[config.mk]
export PLATFORM = sky130hd
export DESIGN_NAME = dir_ctrl
export DESIGN_NICKNAME = d
export VERILOG_FILES = /design/src/rtl/dir_pkg.sv /design/src/rtl/dir_datapath.sv /design/src/rtl/dir_control.sv /design/src/rtl/dir_ctrl.sv
export SDC_FILE = /design/constraint.sdc
export NUM_CORES = 1
export LEC_CHECK = 0
export ABC_AREA = 1
export BUFFER_PORTS_ARGS = -buffer_cell sky130_fd_sc_hd__buf_2
export CORE_ASPECT_RATIO = 2
export CORE_MARGIN = 4
export CORE_UTILIZATION = 47
export DETAILED_ROUTE_END_ITERATION = 8
export GPL_ROUTABILITY_DRIVEN = 0
export PLACE_DENSITY = 0.69
export RECOVER_POWER = 50
export SLEW_MARGIN = 20
export SYNTH_ARGS = -nofsm -noshare
export SYNTH_HDL_FRONTEND = slang
export SYNTH_SLANG_ARGS = --single-unit
[constraint.sdc]
create_clock -name clk -period 2.3 [get_ports clk]
set_input_delay 0.46 -clock clk [delete_from_list [all_inputs] [get_ports clk]]
set_output_delay 0.46 -clock clk [all_outputs]
set_load 0.02 [all_outputs]
[src/rtl/dir_pkg.sv]
package dir_pkg;

  typedef enum logic [1:0] {
    BLK_UNCACHED = 2'd0,
    BLK_SHARED   = 2'd1,
    BLK_EXCL     = 2'd2
  } blk_state_e;

  typedef enum logic [2:0] {
    MSG_NONE      = 3'd0,
    MSG_REPLY     = 3'd1,
    MSG_INVAL     = 3'd2,
    MSG_FETCH     = 3'd3,
    MSG_FETCH_INV = 3'd4
  } msg_kind_e;

  typedef struct packed {
    logic      latchReq;
    logic      scanStep;
    logic      memWrite;
    logic      dirUpdate;
    msg_kind_e emit;
  } dir_strobe_t;

endpackage

[src/rtl/dir_datapath.sv]
module dir_datapath
  import dir_pkg::*;
#(
  parameter int NUM_PROCS  = 4,
  parameter int NUM_BLOCKS = 8,
  parameter int DATA_W     = 16,
  parameter int PW         = (NUM_PROCS > 1) ? $clog2(NUM_PROCS) : 1,
  parameter int AW         = (NUM_BLOCKS > 1) ? $clog2(NUM_BLOCKS) : 1
) (
  input  logic              clk,
  input  logic              rstN,
  input  dir_strobe_t       strb,
  input  logic              reqWrite,
  input  logic [PW-1:0]     reqProc,
  input  logic [AW-1:0]     reqAddr,
  input  logic              wbValid,
  input  logic [AW-1:0]     wbAddr,
  input  logic [DATA_W-1:0] wbData,
  output blk_state_e        blkState,
  output logic              curWrite,
  output logic              scanLast,
  output logic              wbMatch,
  output logic              msgValid,
  output logic [2:0]        msgKind,
  output logic [PW-1:0]     msgDest,
  output logic [AW-1:0]     msgAddr,
  output logic [DATA_W-1:0] msgData
);

  logic [DATA_W-1:0]    memArr  [NUM_BLOCKS];
  logic [NUM_PROCS-1:0] presArr [NUM_BLOCKS];
  logic [NUM_BLOCKS-1:0] dirtyArr;
  logic [PW-1:0]        curProc;
  logic [PW-1:0]        scanIdx;
  logic [AW-1:0]        curAddr;
  logic [AW-1:0]        lookAddr;
  logic [NUM_PROCS-1:0] lookPres;
  logic [PW-1:0]        ownerIdx;
  logic                 invalHit;

  // Lookup uses the incoming address in the accept cycle, the held one after.
  assign lookAddr = strb.latchReq ? reqAddr : curAddr;
  assign lookPres = presArr[lookAddr];

  always_comb begin
    if (lookPres == '0)          blkState = BLK_UNCACHED;
    else if (dirtyArr[lookAddr]) blkState = BLK_EXCL;
    else                         blkState = BLK_SHARED;
  end

  // Owner of an Exclusive block: the lowest set presence bit.
  always_comb begin
    ownerIdx = '0;
    for (int i = NUM_PROCS - 1; i >= 0; i--) begin
      if (presArr[curAddr][i]) ownerIdx = PW'(i);
    end
  end

  assign scanLast = (scanIdx == PW'(NUM_PROCS - 1));
  assign wbMatch  = wbValid && (wbAddr == curAddr);
  assign invalHit = presArr[curAddr][scanIdx] && (scanIdx != curProc);

  always_ff @(posedge clk or negedge rstN) begin
    if (!rstN) begin
      for (int i = 0; i < NUM_BLOCKS; i++) begin
        memArr[i]  <= DATA_W'(i);
        presArr[i] <= '0;
      end
      dirtyArr <= '0;
      curWrite <= 1'b0;
      curProc  <= '0;
      curAddr  <= '0;
      scanIdx  <= '0;
    end else begin
      if (strb.latchReq) begin
        curWrite <= reqWrite;
        curProc  <= reqProc;
        curAddr  <= reqAddr;
        scanIdx  <= '0;
      end else if (strb.scanStep) begin
        scanIdx <= scanIdx + 1'b1;
      end
      if (strb.memWrite) memArr[curAddr] <= wbData;
      if (strb.dirUpdate) begin
        if (curWrite) begin
          presArr[curAddr]  <= NUM_PROCS'(1) << curProc;
          dirtyArr[curAddr] <= 1'b1;
        end else begin
          presArr[curAddr]  <= presArr[curAddr] | (NUM_PROCS'(1) << curProc);
          dirtyArr[curAddr] <= 1'b0;
        end
      end
    end
  end

  always_comb begin
    msgValid = 1'b0;
    msgDest  = '0;
    unique case (strb.emit)
      MSG_REPLY:               begin msgValid = 1'b1;     msgDest = curProc;  end
      MSG_INVAL:               begin msgValid = invalHit; msgDest = scanIdx;  end
      MSG_FETCH, MSG_FETCH_INV: begin msgValid = 1'b1;    msgDest = ownerIdx; end
      default: ;
    endcase
  end

  assign msgKind = msgValid ? strb.emit : MSG_NONE;
  assign msgAddr = curAddr;
  assign msgData = (strb.emit == MSG_REPLY) ? memArr[curAddr] : '0;

endmodule

[src/rtl/dir_control.sv]
module dir_control
  import dir_pkg::*;
(
  input  logic        clk,
  input  logic        rstN,
  input  logic        reqValid,
  input  logic        reqWrite,
  input  blk_state_e  blkState,
  input  logic        curWrite,
  input  logic        scanLast,
  input  logic        wbMatch,
  output logic        reqReady,
  output dir_strobe_t strb
);

  typedef enum logic [2:0] {
    ST_IDLE, ST_INVAL, ST_FETCH, ST_WAIT, ST_REPLY
  } ctl_state_e;

  ctl_state_e state, stateNext;

  always_ff @(posedge clk or negedge rstN) begin
    if (!rstN) state <= ST_IDLE;
    else       state <= stateNext;
  end

  always_comb begin
    stateNext = state;
    strb      = '{latchReq: 1'b0, scanStep: 1'b0, memWrite: 1'b0,
                  dirUpdate: 1'b0, emit: MSG_NONE};
    reqReady  = 1'b0;
    unique case (state)
      ST_IDLE: begin
        reqReady = 1'b1;
        if (reqValid) begin
          strb.latchReq = 1'b1;
          if (blkState == BLK_EXCL)                       stateNext = ST_FETCH;
          else if (reqWrite && blkState == BLK_SHARED)    stateNext = ST_INVAL;
          else                                            stateNext = ST_REPLY;
        end
      end
      ST_INVAL: begin
        strb.emit     = MSG_INVAL;
        strb.scanStep = 1'b1;
        if (scanLast) stateNext = ST_REPLY;
      end
      ST_FETCH: begin
        strb.emit = curWrite ? MSG_FETCH_INV : MSG_FETCH;
        stateNext = ST_WAIT;
      end
      ST_WAIT: begin
        if (wbMatch) begin
          strb.memWrite = 1'b1;
          stateNext     = ST_REPLY;
        end
      end
      ST_REPLY: begin
        strb.emit      = MSG_REPLY;
        strb.dirUpdate = 1'b1;
        stateNext      = ST_IDLE;
      end
      default: stateNext = ST_IDLE;
    endcase
  end

endmodule

[src/rtl/dir_ctrl.sv]
module dir_ctrl
  import dir_pkg::*;
#(
  parameter int NUM_PROCS  = 4,
  parameter int NUM_BLOCKS = 8,
  parameter int DATA_W     = 16,
  parameter int PW         = (NUM_PROCS > 1) ? $clog2(NUM_PROCS) : 1,
  parameter int AW         = (NUM_BLOCKS > 1) ? $clog2(NUM_BLOCKS) : 1
) (
  input  logic              clk,
  input  logic              rstN,
  input  logic              reqValid,
  output logic              reqReady,
  input  logic              reqWrite,
  input  logic [PW-1:0]     reqProc,
  input  logic [AW-1:0]     reqAddr,
  input  logic              wbValid,
  input  logic [AW-1:0]     wbAddr,
  input  logic [DATA_W-1:0] wbData,
  output logic              msgValid,
  output logic [2:0]        msgKind,
  output logic [PW-1:0]     msgDest,
  output logic [AW-1:0]     msgAddr,
  output logic [DATA_W-1:0] msgData
);

  dir_strobe_t strb;
  blk_state_e  blkState;
  logic        curWrite;
  logic        scanLast;
  logic        wbMatch;

  dir_control u_control (
    .clk      (clk),
    .rstN     (rstN),
    .reqValid (reqValid),
    .reqWrite (reqWrite),
    .blkState (blkState),
    .curWrite (curWrite),
    .scanLast (scanLast),
    .wbMatch  (wbMatch),
    .reqReady (reqReady),
    .strb     (strb)
  );

  dir_datapath #(
    .NUM_PROCS(NUM_PROCS), .NUM_BLOCKS(NUM_BLOCKS), .DATA_W(DATA_W),
    .PW(PW), .AW(AW)
  ) u_datapath (
    .clk      (clk),
    .rstN     (rstN),
    .strb     (strb),
    .reqWrite (reqWrite),
    .reqProc  (reqProc),
    .reqAddr  (reqAddr),
    .wbValid  (wbValid),
    .wbAddr   (wbAddr),
    .wbData   (wbData),
    .blkState (blkState),
    .curWrite (curWrite),
    .scanLast (scanLast),
    .wbMatch  (wbMatch),
    .msgValid (msgValid),
    .msgKind  (msgKind),
    .msgDest  (msgDest),
    .msgAddr  (msgAddr),
    .msgData  (msgData)
  );

endmodule

### Word-level counts from Yosys, hierarchy flattened

Cells that the tools add are included.

| storage, ports and cells | value |
|---|---|
| input bits | 29 |
| word-level logic and storage cells | 116 |
| output and inout port bits | 26 |
| register bits | 179 |

| operators by class | value |
|---|---|
| reductions and logical operators | 11 |
| bitwise operators | 6 |
| $add $sub $neg | 1 |
| equal/unequal tests | 16 |
| shifts and indexed selects | 1 |
| $lt $le $gt $ge | 7 |
| multiplexer cells | 52 |

Operators with widths:

| kind | count |
|---|---|
| 128-bit bitwise mux | 1 |
| 32-bit bitwise mux | 2 |
| 16-bit 2-to-1 mux | 4 |
| 16-bit binary-select mux with 3-bit select | 1 |
| 16-bit demux with 3-bit select | 1 |
| 32-bit 2-to-1 mux | 1 |
| 4-bit binary-select mux with 3-bit select | 2 |
| 3-bit 2-to-1 mux | 8 |
| 4-bit 2-to-1 mux | 5 |
| 2-bit 2-to-1 mux | 8 |
| 4-bit demux with 3-bit select | 1 |
| 3-bit by 2-bit == test with 1-bit output, second input constant | 4 |
| 3-bit one-hot mux with 4 select lines | 1 |
| 1-bit 2-to-1 mux | 10 |
| 3-bit one-hot mux with 3 select lines | 1 |
| 8-bit bitwise AND | 1 |
| 4-bit >= comparator, second input constant | 2 |
| 3-bit by 4-bit less-than comparator with 1-bit output, second input constant | 2 |
| 8-bit 2-to-1 mux | 1 |
| 3-bit inverter with 4-bit output | 2 |
| 8-bit inverter | 1 |
| 8-bit OR | 1 |
| 3-bit by 1-bit == test with 1-bit output, second input constant | 2 |
| 3-bit == test, second input constant | 2 |
| other kinds (24) | 30 |

### Depth between registers and ports, before layout

| logic depth | value |
|---|---|
| depth after elaboration | 15 |
| depth in mapped cells | 14 |
| gate-level depth less buffers | 14 |

### Hierarchy

From an unflattened synthesis, not the netlist that was laid out.

| unflattened totals | value |
|---|---|
| cell total of the unflattened synthesis | 1004 |
| area total of the unflattened synthesis | 8315.5 um^2 |

By module, submodules not included:

| module | seq. area each (um^2) | area an instance (um^2) | cells an instance | instances |
|---|---|---|---|---|
| dir_datapath | 4419.2 | 8023.9 | 958 | 1 |
| dir_control | 75.1 | 291.5 | 46 | 1 |

### Least setup slack after synthesis

Ideal clock, no wire load.

| timing path | value |
|---|---|
| path type | register to output |
| start point | reg u_datapath.curAddr[0], in the netlist u_datapath.msgAddr[0] |
| end point | out msgData[13] |
| required time | 1840 ps |
| arrival | 2375 ps |
| setup slack | -535 ps |
| buffers on the path | 2 |
| cell stages (with the launch flop) | 9 |
| path through | dfrtp_1 buf_4 inv_4 nand3_2 inv_1 clkbuf_1 nand2_1 nand3_1 a2111oi_0 |

| between the ends | value |
|---|---|
| cells in the longest elaborated chain, start to end | 5 |

RTL lines:

| element | line | source |
|---|---|---|
| start, declared | dir_datapath.sv:35 | `logic [AW-1:0] curAddr;` |
| start signal, assigned | dir_datapath.sv:78 | `curAddr <= reqAddr;` |
| 3-bit inverter with 4-bit output (implied by the code) | dir_datapath.sv:109 | `assign msgData = (strb.emit == MSG_REPLY) ? memArr[curAddr] : '0;` |
| 16-bit binary-select mux with 3-bit select | dir_datapath.sv:109 |  |
| 16-bit 2-to-1 mux (implied by the code) (2 in series) | dir_datapath.sv:109 |  |
| 16-bit 2-to-1 mux | dir_datapath.sv:109 |  |
| end, declared | dir_ctrl.sv:24 | `output logic [DATA_W-1:0] msgData` |

No other way between the ends. The select of a mux whose other input is x is not followed.

### Worst setup path after layout

| timing path | value |
|---|---|
| start point | reg u_datapath.curAddr[2], in the netlist u_datapath.msgAddr[2] |
| end point | out msgKind[1] |

| between the ends | value |
|---|---|
| cells in the longest elaborated chain, start to end | 9 |

RTL lines:

| element | line | source |
|---|---|---|
| 3-bit inverter with 4-bit output (implied by the code) | dir_datapath.sv:61 | `assign invalHit = presArr[curAddr][scanIdx] && (scanIdx != curProc);` |
| 4-bit binary-select mux with 3-bit select | dir_datapath.sv:61 |  |
| 4-bit 2-to-1 mux (implied by the code) (2 in series) | dir_datapath.sv:61 |  |
| 1-bit binary-select mux with 2-bit select | dir_datapath.sv:61 |  |
| 1-bit 2-to-1 mux (implied by the code) | dir_datapath.sv:61 |  |
| 1-bit logical AND | dir_datapath.sv:61 |  |
| 1-bit one-hot mux with 2 select lines | dir_datapath.sv:99 | `unique case (strb.emit)` |
| 3-bit 2-to-1 mux | dir_datapath.sv:107 | `assign msgKind = msgValid ? strb.emit : MSG_NONE;` |
| end, declared | dir_ctrl.sv:21 | `output logic [2:0] msgKind,` |

No other way between the ends. The select of a mux whose other input is x is not followed.

==> out/qor.csv <==
metric,value,unit
start_util,0.4764,
synth-seq-area-share,0.5304,
fin_crit,2645,ps
design_area,0.01060,sq mm
clock.fmax,378.1,MHz
p_per_area,1217,mW/mm^2
total_leakage_power,5.323,nW
yosys.area.top_type_share,0.4932,
die_area,0.02037,sq mm
combPwrFrac,0.458,
yosysWarnings,0,
ios,55,
p_switching,5.391,mW
synth_edf_count,0,
die_x,102.9,um
multi_input_area,0.003719,sq mm
rsz0062_at_grt,true,
n_fill_cell,1450,
p_total,12.89,mW
async_flop_share,1.000,
critical_path.max_stage_delay,480,ps
required,1840,ps
synth_adder_area_share,0.001477,
grt-ovfl-total,0,
r2r-end,u_control.state[2],
antenna_found_initial,0,
drt_iter0_drc,404,
grt_max_degree,47,
yosysMostFrequentCell,dfrtp_1,
post_drt_wl_per_cell,20.48,um
synth_top_flop_cell,dfrtp_1,
viasPerCell,5.810,
hold_viol_final,0,
yosys.area_share.xor_xnor,0.001034,
synth_compound_area_frac,0.1184,
vdd_drop_max,606.0,uV
max_cap_viol_count,0,
place_worst_setup_slack,11.45,ps
clock_latency,440,ps
clock_sinks,179,
finalCritPeriodShare,1.150,
dr.pass1.iters,5,
cts_max_level,4,
diodes,0,
num_vias,7001,
finish.utilization,0.5958,
final_layout_size_suffix_gt1_frac,0.2984,
synth_seq_cells,179,
synth_fp_nets,889,
remaining_drc_errors,0,
worstSetupPathType,register to primary output,
swShare,0.4181,
regArea,0.004498,sq mm
cp_cell_sequence,nor2_4 > nand2_2 > o22ai_1 > inv_1 > nand4_1 > nand3b_1 > nand2_1 > nand2_2 > a21oi_2 > buf_4,
reg2reg_slack,10,ps
slew_headroom,0.2364,
p_seq_frac,0.309,
start_kind,register,
worst_pin_slew,1145,ps
cts_tree,yes,
ys_types,39,
cts_root_buf,clkbuf_16,
grt_pass1_wl,38700,um
critPathMostFrequentCell,nand2_2,
postSynthCellCount,859,
cp_data_arrival_time,2190,ps
status,"finished, violations left",
core,0.01778,sq mm
worstPathMaxFanout,5,
cpMaxStageDelayCell,dfrtp_2,
hold_class,input pin to register,
setup_slack,-345.1,ps
cp_top_family,simple AND/OR/NAND/NOR gates,
area_delta_synth_final,25.04,%
cts_max_path_buffers,2,
hold_depth,3,
synth.largest_area_cell,dfrtp_1,
die_h,197.9,um
hp-start,reqProc[0],
synthSimpleGateAreaFrac,0.1559,
synth_common_cells,"167 x dfrtp_1, 154 x nand2_1, 97 x inv_1, 69 x o21ai_0",
nets,1010,
drt-total-wl,24680,um
synthTopCellsByArea,"dfrtp_1 49%, mux2_2 6.9%, nand2_1 6.8%",
violations,negative setup slack,
synth.avg_cell_area,9.864,sq um
cts.clk_slew.worst_paths,70,ps
internal_power,7.503,mW
fin_worst_skew,16.27,ps
grt_use_total,0.2527,
holdPathEnd,u_datapath.curProc[0],
slew_viol_final,0,
path_buf_inv,2,
place_area,0.009529,sq mm
std_cell_rows,69,
synthMuxAreaShare,0.1249,
cts_made_buffers,17,
synthesis.area,0.008473,sq mm
r2r-start,u_control.state[0],
drtAntennaViolNets,0,
p_clk_frac,0.233,
reg2regPathDepth,12,
critPathCaptureType,primary output,
hpwl,17400,um
place.port_buffers,54,
synth_top_family_by_area,simple AND/OR/NAND/NOR gates,
first_global_vias,7324,
setup_violations,20,
## through the flow
| step | std cells | hold slack (ps) | TNS, ps |
|---|---|---|---|
| 6_report | 1205 | 242.6 | -4847 |
| 5_1_grt | 1205 | 263.6 | -10960 |
| 4_1_cts | 1195 | 228.6 | -4711 |
| 3_5_place_dp | 1159 | 428.0 | 0 |
| 3_3_place_gp | 1159 | 424.2 | 0 |
| 2_1_floorplan | 859 | 164.4 | -37.36 |
## logic make-up after synthesis
group,after synthesis
fa+ha+maj,1
mux,94
simple gates,280
flops,179
xor+xnor,1
compound gates,174
buf+inv,130
## layer usage
metal  global-route usage  vias up  wire length, um
met5                    0        -                0
met3              0.03879      103              861
met4               0.1475        0             1505
met2               0.4582      242            13680
li1                     -     3178                -
met1               0.2672     3478             8626
## state kept, by name (all words and copies together) (netlist names), named ones only
name / count
u_datapath.memArr: 128
u_datapath.presArr: 32
u_control.state: 3
u_datapath.msgAddr: 3
u_datapath.curProc: 2
u_datapath.scanIdx: 2
u_datapath.curWrite: 1
## layout by cell type (no fill, tap or decap), types with 6 or more instances in the layout
master / Yosys / layout
o21ai_0: 69 / 65
inv_1: 97 / 90
o21ai_1: 8 / 11
nand2_2: 0 / 6
mux2_1: 42 / 42
nor2_1: 52 / 50
nor2_8: 6 / 6
dfstp_2: 12 / 12
mux2_2: 52 / 52
nor3_2: 1 / 11
nand4_1: 9 / 9
o2111ai_1: 9 / 8
nand2_1: 154 / 146
dfrtp_1: 167 / 164
buf_12: 0 / 13
a21oi_1: 35 / 32
nand3_1: 29 / 28
buf_2: 6 / 35
o22ai_1: 38 / 34
buf_6: 7 / 11
clkbuf_16: 0 / 17
buf_4: 5 / 62
inv_6: 1 / 6
## repair_timing
action | CTS | global route
endpoints found under the hold margin | 38 | 0
pin swaps | 11 | 10
hold buffers | 1 | 0
gates resized for setup | 70 | 26
endpoints found under the setup margin | 20 | 44
setup buffers | 5 | 10
## cell type report
type                            instances  share of cell area
Clock inverter                         14             0.01677
Timing Repair Buffer                  131              0.1044
Tap cell                              213             0.02515
Sequential cell                       179              0.4245
Inverter                              101             0.03803
Multi-Input combinational cell        550              0.3510
Clock buffer                           17             0.04015
## worst reg2reg max path: cells and delay by family, from the launching register on
family / cells / cell delay [ps]
AO/OA/AOI/OAI: 1 / 140
buffers and inverters: 1 / 180
flip-flops: 1 / 430
AND/OR/NAND/NOR: 10 / 1470
## power groups by stage
stage / registers, mW / logic, mW / clock network (mW)
after global placement: 3.97 / 5.10 / 0
after CTS: 3.95 / 5.62 / 3.04
after detailed placement: 3.98 / 5.16 / 0
final: 3.98 / 5.90 / 3.01
after floorplan: 3.87 / 3.16 / 0
after global routing: 4.02 / 6.39 / 3.17
## worst max-delay path by stage
| stage | startpoint | to | slack [ps] | depth (start not counted) |
|---|---|---|---|---|
| after global routing | u_datapath.msgAddr[2] | msgKind[1] | -430 | 10 |
| after global placement | u_datapath.msgAddr[1] | msgData[9] | 20 | 8 |
| final | u_datapath.msgAddr[2] | msgKind[1] | -350 | 10 |
| after floorplan | u_datapath.msgAddr[0] | msgData[13] | -40 | 8 |
| after detailed placement | u_datapath.msgAddr[1] | msgData[9] | 10 | 8 |
| after CTS | u_datapath.msgAddr[2] | msgDest[0] | -300 | 11 |
Note: power is estimated with default switching activity, not from simulation.
